--- src/rtl/fault_retry_pkg.sv ---
package fault_retry_pkg;
    localparam logic [1:0] RESP_CONT = 2'b00;
    localparam logic [1:0] RESP_SHUT = 2'b10;
    localparam logic [2:0] RETRY_NONE = 3'd0;
    localparam logic [2:0] RETRY_INF  = 3'd7;

    typedef enum logic [2:0] {
        ST_OFF,
        ST_RUN,
        ST_SHUT,
        ST_WAIT,
        ST_KICK,
        ST_LOCK
    } ctrl_state_e;
endpackage

--- src/rtl/resp_bank.sv ---
module resp_bank #(
    parameter int N_SRC = 4,
    parameter int SEL_W = (N_SRC > 1) ? $clog2(N_SRC) : 1
) (
    input  logic             clk,
    input  logic             rst_n,
    input  logic             wr,
    input  logic [SEL_W-1:0] sel,
    input  logic [1:0]       code,
    output logic [N_SRC-1:0] shut_mask,
    output logic             bad_code
);
    import fault_retry_pkg::*;

    typedef struct packed {
        logic [N_SRC-1:0][1:0] resp;
        logic                  bad;
    } bank_t;

    bank_t b_d, b_q;
    logic  valid_code;

    always_comb begin
        b_d        = b_q;
        b_d.bad    = 1'b0;
        valid_code = (code == RESP_CONT) || (code == RESP_SHUT);
        if (wr) begin
            if (!valid_code) begin
                b_d.bad = 1'b1;
            end else if (int'(sel) < N_SRC) begin
                b_d.resp[sel] = code;
            end
        end
    end

    always_ff @(posedge clk) begin
        if (!rst_n) begin
            b_q <= '0;
        end else begin
            b_q <= b_d;
        end
    end

    for (genvar i = 0; i < N_SRC; i++) begin : g_mask
        assign shut_mask[i] = (b_q.resp[i] == RESP_SHUT);
    end

    assign bad_code = b_q.bad;
endmodule

--- src/rtl/restart_timer.sv ---
module restart_timer #(
    parameter int DELAY_CYC = 1000,
    parameter int CNT_W     = (DELAY_CYC > 1) ? $clog2(DELAY_CYC) : 1
) (
    input  logic clk,
    input  logic rst_n,
    input  logic start,
    input  logic abort,
    output logic expired
);
    localparam logic [CNT_W-1:0] LOAD = CNT_W'(DELAY_CYC - 1);

    typedef struct packed {
        logic             active;
        logic [CNT_W-1:0] cnt;
    } tmr_t;

    tmr_t t_d, t_q;

    always_comb begin
        t_d = t_q;
        if (abort) begin
            t_d.active = 1'b0;
        end else if (start) begin
            t_d.active = 1'b1;
            t_d.cnt    = LOAD;
        end else if (t_q.active) begin
            if (t_q.cnt == '0) begin
                t_d.active = 1'b0;
            end else begin
                t_d.cnt = t_q.cnt - 1'b1;
            end
        end
    end

    always_ff @(posedge clk) begin
        if (!rst_n) begin
            t_q <= '0;
        end else begin
            t_q <= t_d;
        end
    end

    assign expired = t_q.active && (t_q.cnt == '0);
endmodule

--- src/rtl/fault_retry_ctrl.sv ---
module fault_retry_ctrl #(
    parameter int N_SRC     = 4,
    parameter int DELAY_CYC = 1000,
    parameter int SEL_W     = (N_SRC > 1) ? $clog2(N_SRC) : 1
) (
    input  logic             clk,
    input  logic             rst_n,
    input  logic             enable,
    input  logic [N_SRC-1:0] fault_pulse,
    input  logic             resp_wr,
    input  logic [SEL_W-1:0] resp_sel,
    input  logic [1:0]       resp_code,
    input  logic [2:0]       retry_field,
    input  logic [2:0]       delay_field,
    input  logic             all_pg_low,
    output logic             pwr_down_req,
    output logic             seq_up_req,
    output logic             latched_off,
    output logic             bad_data
);
    import fault_retry_pkg::*;

    typedef struct packed {
        ctrl_state_e st;
        logic [2:0]  tries;
    } ctrl_t;

    ctrl_t            c_d, c_q;
    logic [N_SRC-1:0] shut_mask;
    logic             shut_hit;
    logic             tmr_start;
    logic             tmr_done;
    ctrl_state_e      resume_st;

    resp_bank #(.N_SRC(N_SRC), .SEL_W(SEL_W)) u_bank (
        .clk       (clk),
        .rst_n     (rst_n),
        .wr        (resp_wr),
        .sel       (resp_sel),
        .code      (resp_code),
        .shut_mask (shut_mask),
        .bad_code  (bad_data)
    );

    restart_timer #(.DELAY_CYC(DELAY_CYC)) u_tmr (
        .clk     (clk),
        .rst_n   (rst_n),
        .start   (tmr_start),
        .abort   (!enable),
        .expired (tmr_done)
    );

    assign shut_hit  = |(fault_pulse & shut_mask);
    assign resume_st = (delay_field == 3'd0) ? ST_KICK : ST_WAIT;

    always_comb begin
        c_d       = c_q;
        tmr_start = 1'b0;
        if (!enable) begin
            c_d.st    = ST_OFF;
            c_d.tries = '0;
        end else begin
            case (c_q.st)
                ST_OFF:  c_d.st = ST_RUN;
                ST_RUN:  if (shut_hit) c_d.st = ST_SHUT;
                ST_SHUT: begin
                    if (all_pg_low) begin
                        if (retry_field == RETRY_NONE) begin
                            c_d.st = ST_LOCK;
                        end else if (retry_field == RETRY_INF) begin
                            c_d.st = resume_st;
                        end else if (c_q.tries < retry_field) begin
                            c_d.tries = c_q.tries + 1'b1;
                            c_d.st    = resume_st;
                        end else begin
                            c_d.st = ST_LOCK;
                        end
                        tmr_start = (c_d.st == ST_WAIT);
                    end
                end
                ST_WAIT: if (tmr_done) c_d.st = ST_KICK;
                ST_KICK: c_d.st = ST_RUN;
                ST_LOCK: c_d.st = ST_LOCK;
                default: c_d.st = ST_OFF;
            endcase
        end
    end

    always_ff @(posedge clk) begin
        if (!rst_n) begin
            c_q <= '{st: ST_OFF, tries: '0};
        end else begin
            c_q <= c_d;
        end
    end

    assign pwr_down_req = (c_q.st == ST_SHUT);
    assign seq_up_req   = (c_q.st == ST_KICK);
    assign latched_off  = (c_q.st == ST_LOCK);
endmodule

--- config.mk ---
export PLATFORM = sky130hd
export DESIGN_NAME = fault_retry_ctrl
export DESIGN_NICKNAME = d
export VERILOG_FILES = /design/src/rtl/fault_retry_pkg.sv /design/src/rtl/resp_bank.sv /design/src/rtl/restart_timer.sv /design/src/rtl/fault_retry_ctrl.sv
export SDC_FILE = /design/constraint.sdc
export NUM_CORES = 1
export LEC_CHECK = 0
export BUFFER_PORTS_ARGS = -buffer_cell sky130_fd_sc_hd__buf_2
export CORE_MARGIN = 2
export CORE_UTILIZATION = 60
export CTS_CLUSTER_DIAMETER = 150
export DETAILED_ROUTE_END_ITERATION = 16
export GPL_TIMING_DRIVEN = 0
export PLACE_DENSITY_LB_ADDON = 0.3
export SLEW_MARGIN = 30
export SYNTH_ARGS = -nofsm -noshare
export SYNTH_HDL_FRONTEND = slang
export SYNTH_HIERARCHICAL = 1
export SYNTH_SLANG_ARGS = --single-unit
--- constraint.sdc ---
create_clock -name clk -period 5.6 [get_ports clk]
set_input_delay 0.28 -clock clk [delete_from_list [all_inputs] [get_ports clk]]
set_output_delay 0.28 -clock clk [all_outputs]
set_load 0.01 [all_outputs]
* Word-level counts from Yosys, hierarchy flattened
Index checks and enable logic that the tools add are counted.
Cells by class: equal/unequal tests 16, add/subtract/negate cells 2, multiplexer cells 25, reduce and logical (&&, ||, !) cells 17, bitwise operators 3, $lt $le $gt $ge 3
Operator list (count):
- two-way mux 3 bit | 12
- two-way mux 11 bit | 2
- case mux 3 bit (5 select lines) | 1
- == test 2 bit (second input constant) | 5
- zero test 10 bit | 1
- two-way mux 10 bit | 1
- subtractor 10 x 1 -> 10 bit (second input constant) | 1
- == test 3 x 2 -> 1 bit (second input constant) | 3
- == test 3 bit (second input constant) | 3
- zero test 3 bit | 3
- bitwise mux 8 bit | 1
- != test 2 bit (second input constant) | 4
- two-way mux 6 bit | 1
- AND reduction 2 bit | 3
- AND reduction 3 bit | 2
- two-way mux 1 bit | 5
- AND reduction 5 bit | 1
- AND 4 bit | 1
- demux 2 bit (select 2 bit) | 1
- OR reduction 4 bit | 1
- adder 3 x 1 -> 3 bit (second input constant) | 1
- == test 3 x 1 -> 1 bit (second input constant) | 1
- < comparator 2 x 3 -> 1 bit (second input constant) | 1
- < comparator 3 bit | 1
- 8 further kinds | 10
Storage, ports and cells: flip-flop bits (word level) 26, word-level logic and storage cells 75, output and inout bits 4, input bits 19

* Depth between registers and ports, before layout
word-level depth 14, gate-level depth with buffers 11, gate-level depth less buffers 10

* By module
Netlist, hierarchy kept.
By module, submodules not included:
- restart_timer | cells an instance 83, instances 1, area an instance 668.1 µm², seq. area each 220.2 µm²
- fault_retry_ctrl | cells an instance 56, instances 1, area an instance 484.2 µm², seq. area each 120.1 µm²
- resp_bank | cells an instance 35, instances 1, area an instance 367.9 µm², seq. area each 180.2 µm²

* Least setup slack after synthesis
OpenSTA, ideal clock, no wires.
path type input-to-reg, start input retry_field[2], end register u_tmr/t_q[7] (netlist name), required time 5.484 ns, path slack 2.808 ns, setup time 0.116 ns, stages 11, data arrival time 2.676 ns, buffers on the path 1, cells stage by stage inv_1 > ha_1 > a21o_1 > a311o_1 > a22o_1 > nor4_1 > clkbuf_1 > inv_1 > a41oi_1 > a21oi_1 > a31o_2
Between the ends: word-level cells in the longest chain between the ends 13, elaborated cells between the ends (all ways) 17, classes of those cells order compare (1); eq/ne (3); mux (10); reduce/logical (3)
Ends and longest elaborated chain:
- from (decl) | line fault_retry_ctrl.sv:13 | input logic [2:0] retry_field,
- < comparator 3 bit | line fault_retry_ctrl.sv:72 | end else if (c_q.tries < retry_field) begin
- two-way mux 3 bit | line fault_retry_ctrl.sv:72
- two-way mux 3 bit | line fault_retry_ctrl.sv:70 | end else if (retry_field == RETRY_INF) begin
- two-way mux 3 bit * | line fault_retry_ctrl.sv:68 | if (retry_field == RETRY_NONE) begin
- two-way mux 3 bit * | line fault_retry_ctrl.sv:67 | if (all_pg_low) begin
- two-way mux 3 bit * | line fault_retry_ctrl.sv:63 | case (c_q.st)
- two-way mux 3 bit * | line fault_retry_ctrl.sv:59 | if (!enable) begin
- == test 3 x 2 -> 1 bit * | line fault_retry_ctrl.sv:78 | tmr_start = (c_d.st == ST_WAIT);
- two-way mux 1 bit * | line fault_retry_ctrl.sv:67
- two-way mux 1 bit * | line fault_retry_ctrl.sv:63
- two-way mux 1 bit * | line fault_retry_ctrl.sv:59
- net tmr_start | line fault_retry_ctrl.sv:31 | logic tmr_start;
- != test 2 bit (no source line) or nonzero test 2 bit (tied branches)
- AND reduction 3 bit (no source line)
- to (signal assigned) | line restart_timer.sv:40 | t_q <= t_d;
- to (decl) | line restart_timer.sv:18 | tmr_t t_d, t_q;
The timed path passes the listed nets; every way through them passes the cells marked *. The select of a mux whose other input is x is not followed. A chain may end at the register's enable or synchronous reset.

* Worst setup path in the final report
start register c_q[2] (netlist name), end register u_tmr/t_q[7] (netlist name)
Between the ends: word-level cells in the longest chain between the ends 13, elaborated cells between the ends (all ways) 15, classes of those cells order compare (1); eq/ne (2); mux (10); reduce/logical (2)
Ends and longest elaborated chain:
- from (decl) | line fault_retry_ctrl.sv:28 | ctrl_t c_d, c_q;
- from (signal assigned) | line fault_retry_ctrl.sv:91 | c_q <= '{st: ST_OFF, tries: '0};
- < comparator 3 bit * | line fault_retry_ctrl.sv:72
- two-way mux 3 bit * | line fault_retry_ctrl.sv:72
- two-way mux 3 bit * | line fault_retry_ctrl.sv:70
- two-way mux 3 bit * | line fault_retry_ctrl.sv:68
- two-way mux 3 bit * | line fault_retry_ctrl.sv:67
- two-way mux 3 bit * | line fault_retry_ctrl.sv:63
- two-way mux 3 bit * | line fault_retry_ctrl.sv:59
- == test 3 x 2 -> 1 bit * | line fault_retry_ctrl.sv:78
- two-way mux 1 bit * | line fault_retry_ctrl.sv:67
- two-way mux 1 bit * | line fault_retry_ctrl.sv:63
- two-way mux 1 bit * | line fault_retry_ctrl.sv:59
- net tmr_start | line fault_retry_ctrl.sv:31
- != test 2 bit (no source line) or nonzero test 2 bit (tied branches)
- AND reduction 3 bit (no source line)
Marked as above.

==> qor.csv <==
stage,metric,value,unit
global_route,grt_use_met1,0.313,
worst_setup_path,crit-reg2reg-launch,c_q[2],
hold_path,min_to,u_bank/bad_code,
finish,finalInstanceArea,0.00170,mm²
worst_setup_path,worst_ep_arrival_time,3.49,ns
floorplan,core_area,0.00243,mm²
finish,fin_nets,224,
synthesis,yosysTopAreaCellShare,0.342,
detailed_routing,routedWlPerCell,14.8,µm
global_route,grt_max_degree,15,
detailed_routing,drc,0,
worst_setup_path,crit_type,reg2reg,
clocking,tritoncts,done,
sta,fin_crit,3.25,ns
worst_setup_path,cp-start-kind,flop,
clocking,cts_root_buf,clkbuf_4,
global_route,track_usage,0.246,
worst_setup_path,r2r-end,u_tmr/t_q[7],
synthesis,synth_top_cell_by_area,dfxtp_1,
power,combPwrFrac,0.109,
synthesis,ys_types,51,
global_route,grtUsageMet2,0.422,
synthesis,synth_edf_count,0,
sta,rsz0062_at_grt,no,
clocking,cts-buffers-inserted,3,
power,switchingPower,0.0778,mW
global_route,grt_pass1_wl,5390,µm
power,powerDensity,187,mW/mm²
worst_setup_path,cp-end-kind,flop,
clocking,cts_sinks,26,
global_route,grt_overflow_total,0,
sta,fin_crit_sh,0.580,
synthesis,syn_area_per_cell,8.74,µm²
floorplan,rows,18,
floorplan,die_w,54.3,µm
power,power.share.switching,0.244,
power,clkPwrFrac,0.299,
finish,drive_above_1_share,0.200,
finish,regArea,520,µm²
finish,diodes,0,
synthesis,synthCells,174,
worst_setup_path,cp.required,5.84,ns
power,internal_power,0.241,mW
finish,area_growth_syn_to_layout,12.1,%
sta,slew_headroom,0.634,
hold_path,min_path_cells,2,
clocking,cts_setup_buffers,0,
synthesis,synth_most_common_cell,dfxtp_1,
detailed_routing,vias,1440,
sta,tightest_slew,0.542,ns
sta,slew_viol_final,0,
clocking,h-tree-depth,1,
run,drv_cap,0,
clocking,clock_latency,0.32,ns
hold_path,hold_path.class,in2reg,
synthesis,synth-seq-cells,26,
synthesis,synthFlopType,dfxtp_1,
detailed_routing,drt_first_pass_iters,6,
global_route,gr-usage-met3,0.0355,
clocking,ctsResizeCount,0,
power,finalPower,0.319,mW
detailed_routing,drt_iter0_markers,75,
global_route,grt_pass1_vias,1266,
synthesis,yosys_warnings,6,
sta,skew,0.00450,ns
global_route,antenna_found_initial,0,
finish,multiInputGateArea,936,µm²
hold_path,min_from,resp_wr,
sta,setup_viol,0,
synthesis,syn-cell-area,0.00152,mm²
detailed_routing,vias_per_cell,6.26,
floorplan,die-area,0.00295,mm²
finish,num-fill-cells,199,
synthesis,syn_nets,197,
power,p_leak,0.715,nW
floorplan,start_util,0.625,
synthesis,yosysSeqAreaShare,0.342,
floorplan,ioPinCount,23,
worst_setup_path,worst-path-max-fanout,10,
detailed_routing,finalWirelength,3410,µm
synthesis,ys_top_cells_by_count,"dfxtp_1, nor2_1, nand2_1",
detailed_routing,final_antenna_net_count,0,
clocking,cts_hold_buf,0,
placed_design,placed_area,0.00167,mm²
global_route,busiest_layer,met2,
sta,hold_ws,0.246,ns
sta,max_freq,0.308,GHz
sta,finalHoldViolations,0,
synthesis,synth_area_leaders,"dfxtp_1, nor2_1, mux2i_1, nand2_1, ha_1",
placed_design,io_buffers,22,
floorplan,die_h,54.3,µm
clocking,cts.path.max_buffers,2,
sta,setup_tns,0,ns
clocking,clk_pin_slew,0.14,ns
worst_setup_path,worst-r2r-cell-count,10,
power,power_frac_seq,0.592,
placed_design,dp_hpwl,2610,µm
worst_setup_path,regToRegSetupSlack,2.35,ns
placed_design,gp_congestion,0.926,
power,worst_ir_drop_vdd,0.000174,V
run_status,status,"complete, no violations",
synthesis,async_flop_share,0,
==> area by class of cell <==
class,instances,area share
buffer,4,0.0132
sequential,26,0.305
timing repair buffer,22,0.0646
multi-input combinational,133,0.549
clock buffer,4,0.0213
tap,30,0.0220
inverter,11,0.0242
==> power groups by stage <==
stage	clock (mW)	combinational [mW]	sequential (mW)
floorplan	0	0.0194	0.193
global placement	0	0.0322	0.193
detailed placement	0	0.0340	0.193
CTS	0.0988	0.0340	0.189
global route	0.104	0.0374	0.189
finish	0.0955	0.0346	0.189
==> metrics by stage <==
step | worst slack, ns | utilization | std cells
finish | 2.35 | 0.701 | 230
global placement | 2.33 | 0.686 | 226
detailed placement | 2.30 | 0.686 | 226
global route | 2.16 | 0.701 | 230
floorplan | 2.81 | - | 174
CTS | 2.39 | 0.701 | 230
==> cell usage in the layout, fill, tap and decap left out, types with 3 or more instances in the layout <==
cell type / count
a21oi_1: 6
a31o_2: 3
buf_2: 22
clkbuf_1: 3
clkbuf_4: 3
dfxtp_1: 26
ha_1: 4
inv_1: 11
mux2i_1: 6
nand2_1: 15
nand2b_1: 3
nand3_1: 4
nor2_1: 21
nor2b_1: 6
nor3_1: 7
o32ai_1: 3
or3_1: 3
==> kinds of logic (layout without fill, tap and decap cells) <==
logic type | after synthesis | after routing | share of synthesized area
XOR/XNOR | 1 | 1 | 0.00576
AO/OA/AOI/OAI | 39 | 39 | 0.212
AND/OR/NAND/NOR | 83 | 83 | 0.326
buffers and inverters | 15 | 41 | 0.0420
flip-flops | 26 | 26 | 0.342
multiplexers | 6 | 6 | 0.0395
adder cells (fa/ha/maj) | 4 | 4 | 0.0329
==> sequential cells by signal, indices dropped and copies added (netlist names) <==
| signal | flops |
|---|---|
| c_q | 6 |
| u_bank/b_q | 8 |
| u_bank/bad_code | 1 |
| u_tmr/t_q | 11 |
==> routing by layer <==
metal / up-vias / part of all wire
met5: - / 0
met3: 6 / 0.059
met2: 58 / 0.49
met4: 0 / 0.010
met1: 676 / 0.44
li1: 700 / -
==> critical path: stages (launching register included) <==
cell	delay (ns)
dfxtp_1	0.35
ha_1	0.31
a21o_1	0.20
a311o_1	0.32
a22o_1	0.30
nor4_1	0.27
clkbuf_1	0.41
inv_1	0.17
a41oi_1	0.48
a21oi_1	0.12
a31o_2	0.23
==> how the worst max path moves through the flow <==
stage,from,endpoint,slack [ns],cells past startpoint
after global placement,retry_field[2],u_tmr/t_q[7],2.33,12
after detailed placement,retry_field[2],u_tmr/t_q[7],2.30,12
final,c_q[2],u_tmr/t_q[7],2.35,10
after global routing,c_q[2],u_tmr/t_q[1],2.16,10
after floorplan,retry_field[2],u_tmr/t_q[7],2.81,11
after CTS,c_q[2],u_tmr/t_q[7],2.39,10
Power figures use the tool's default switching activity.
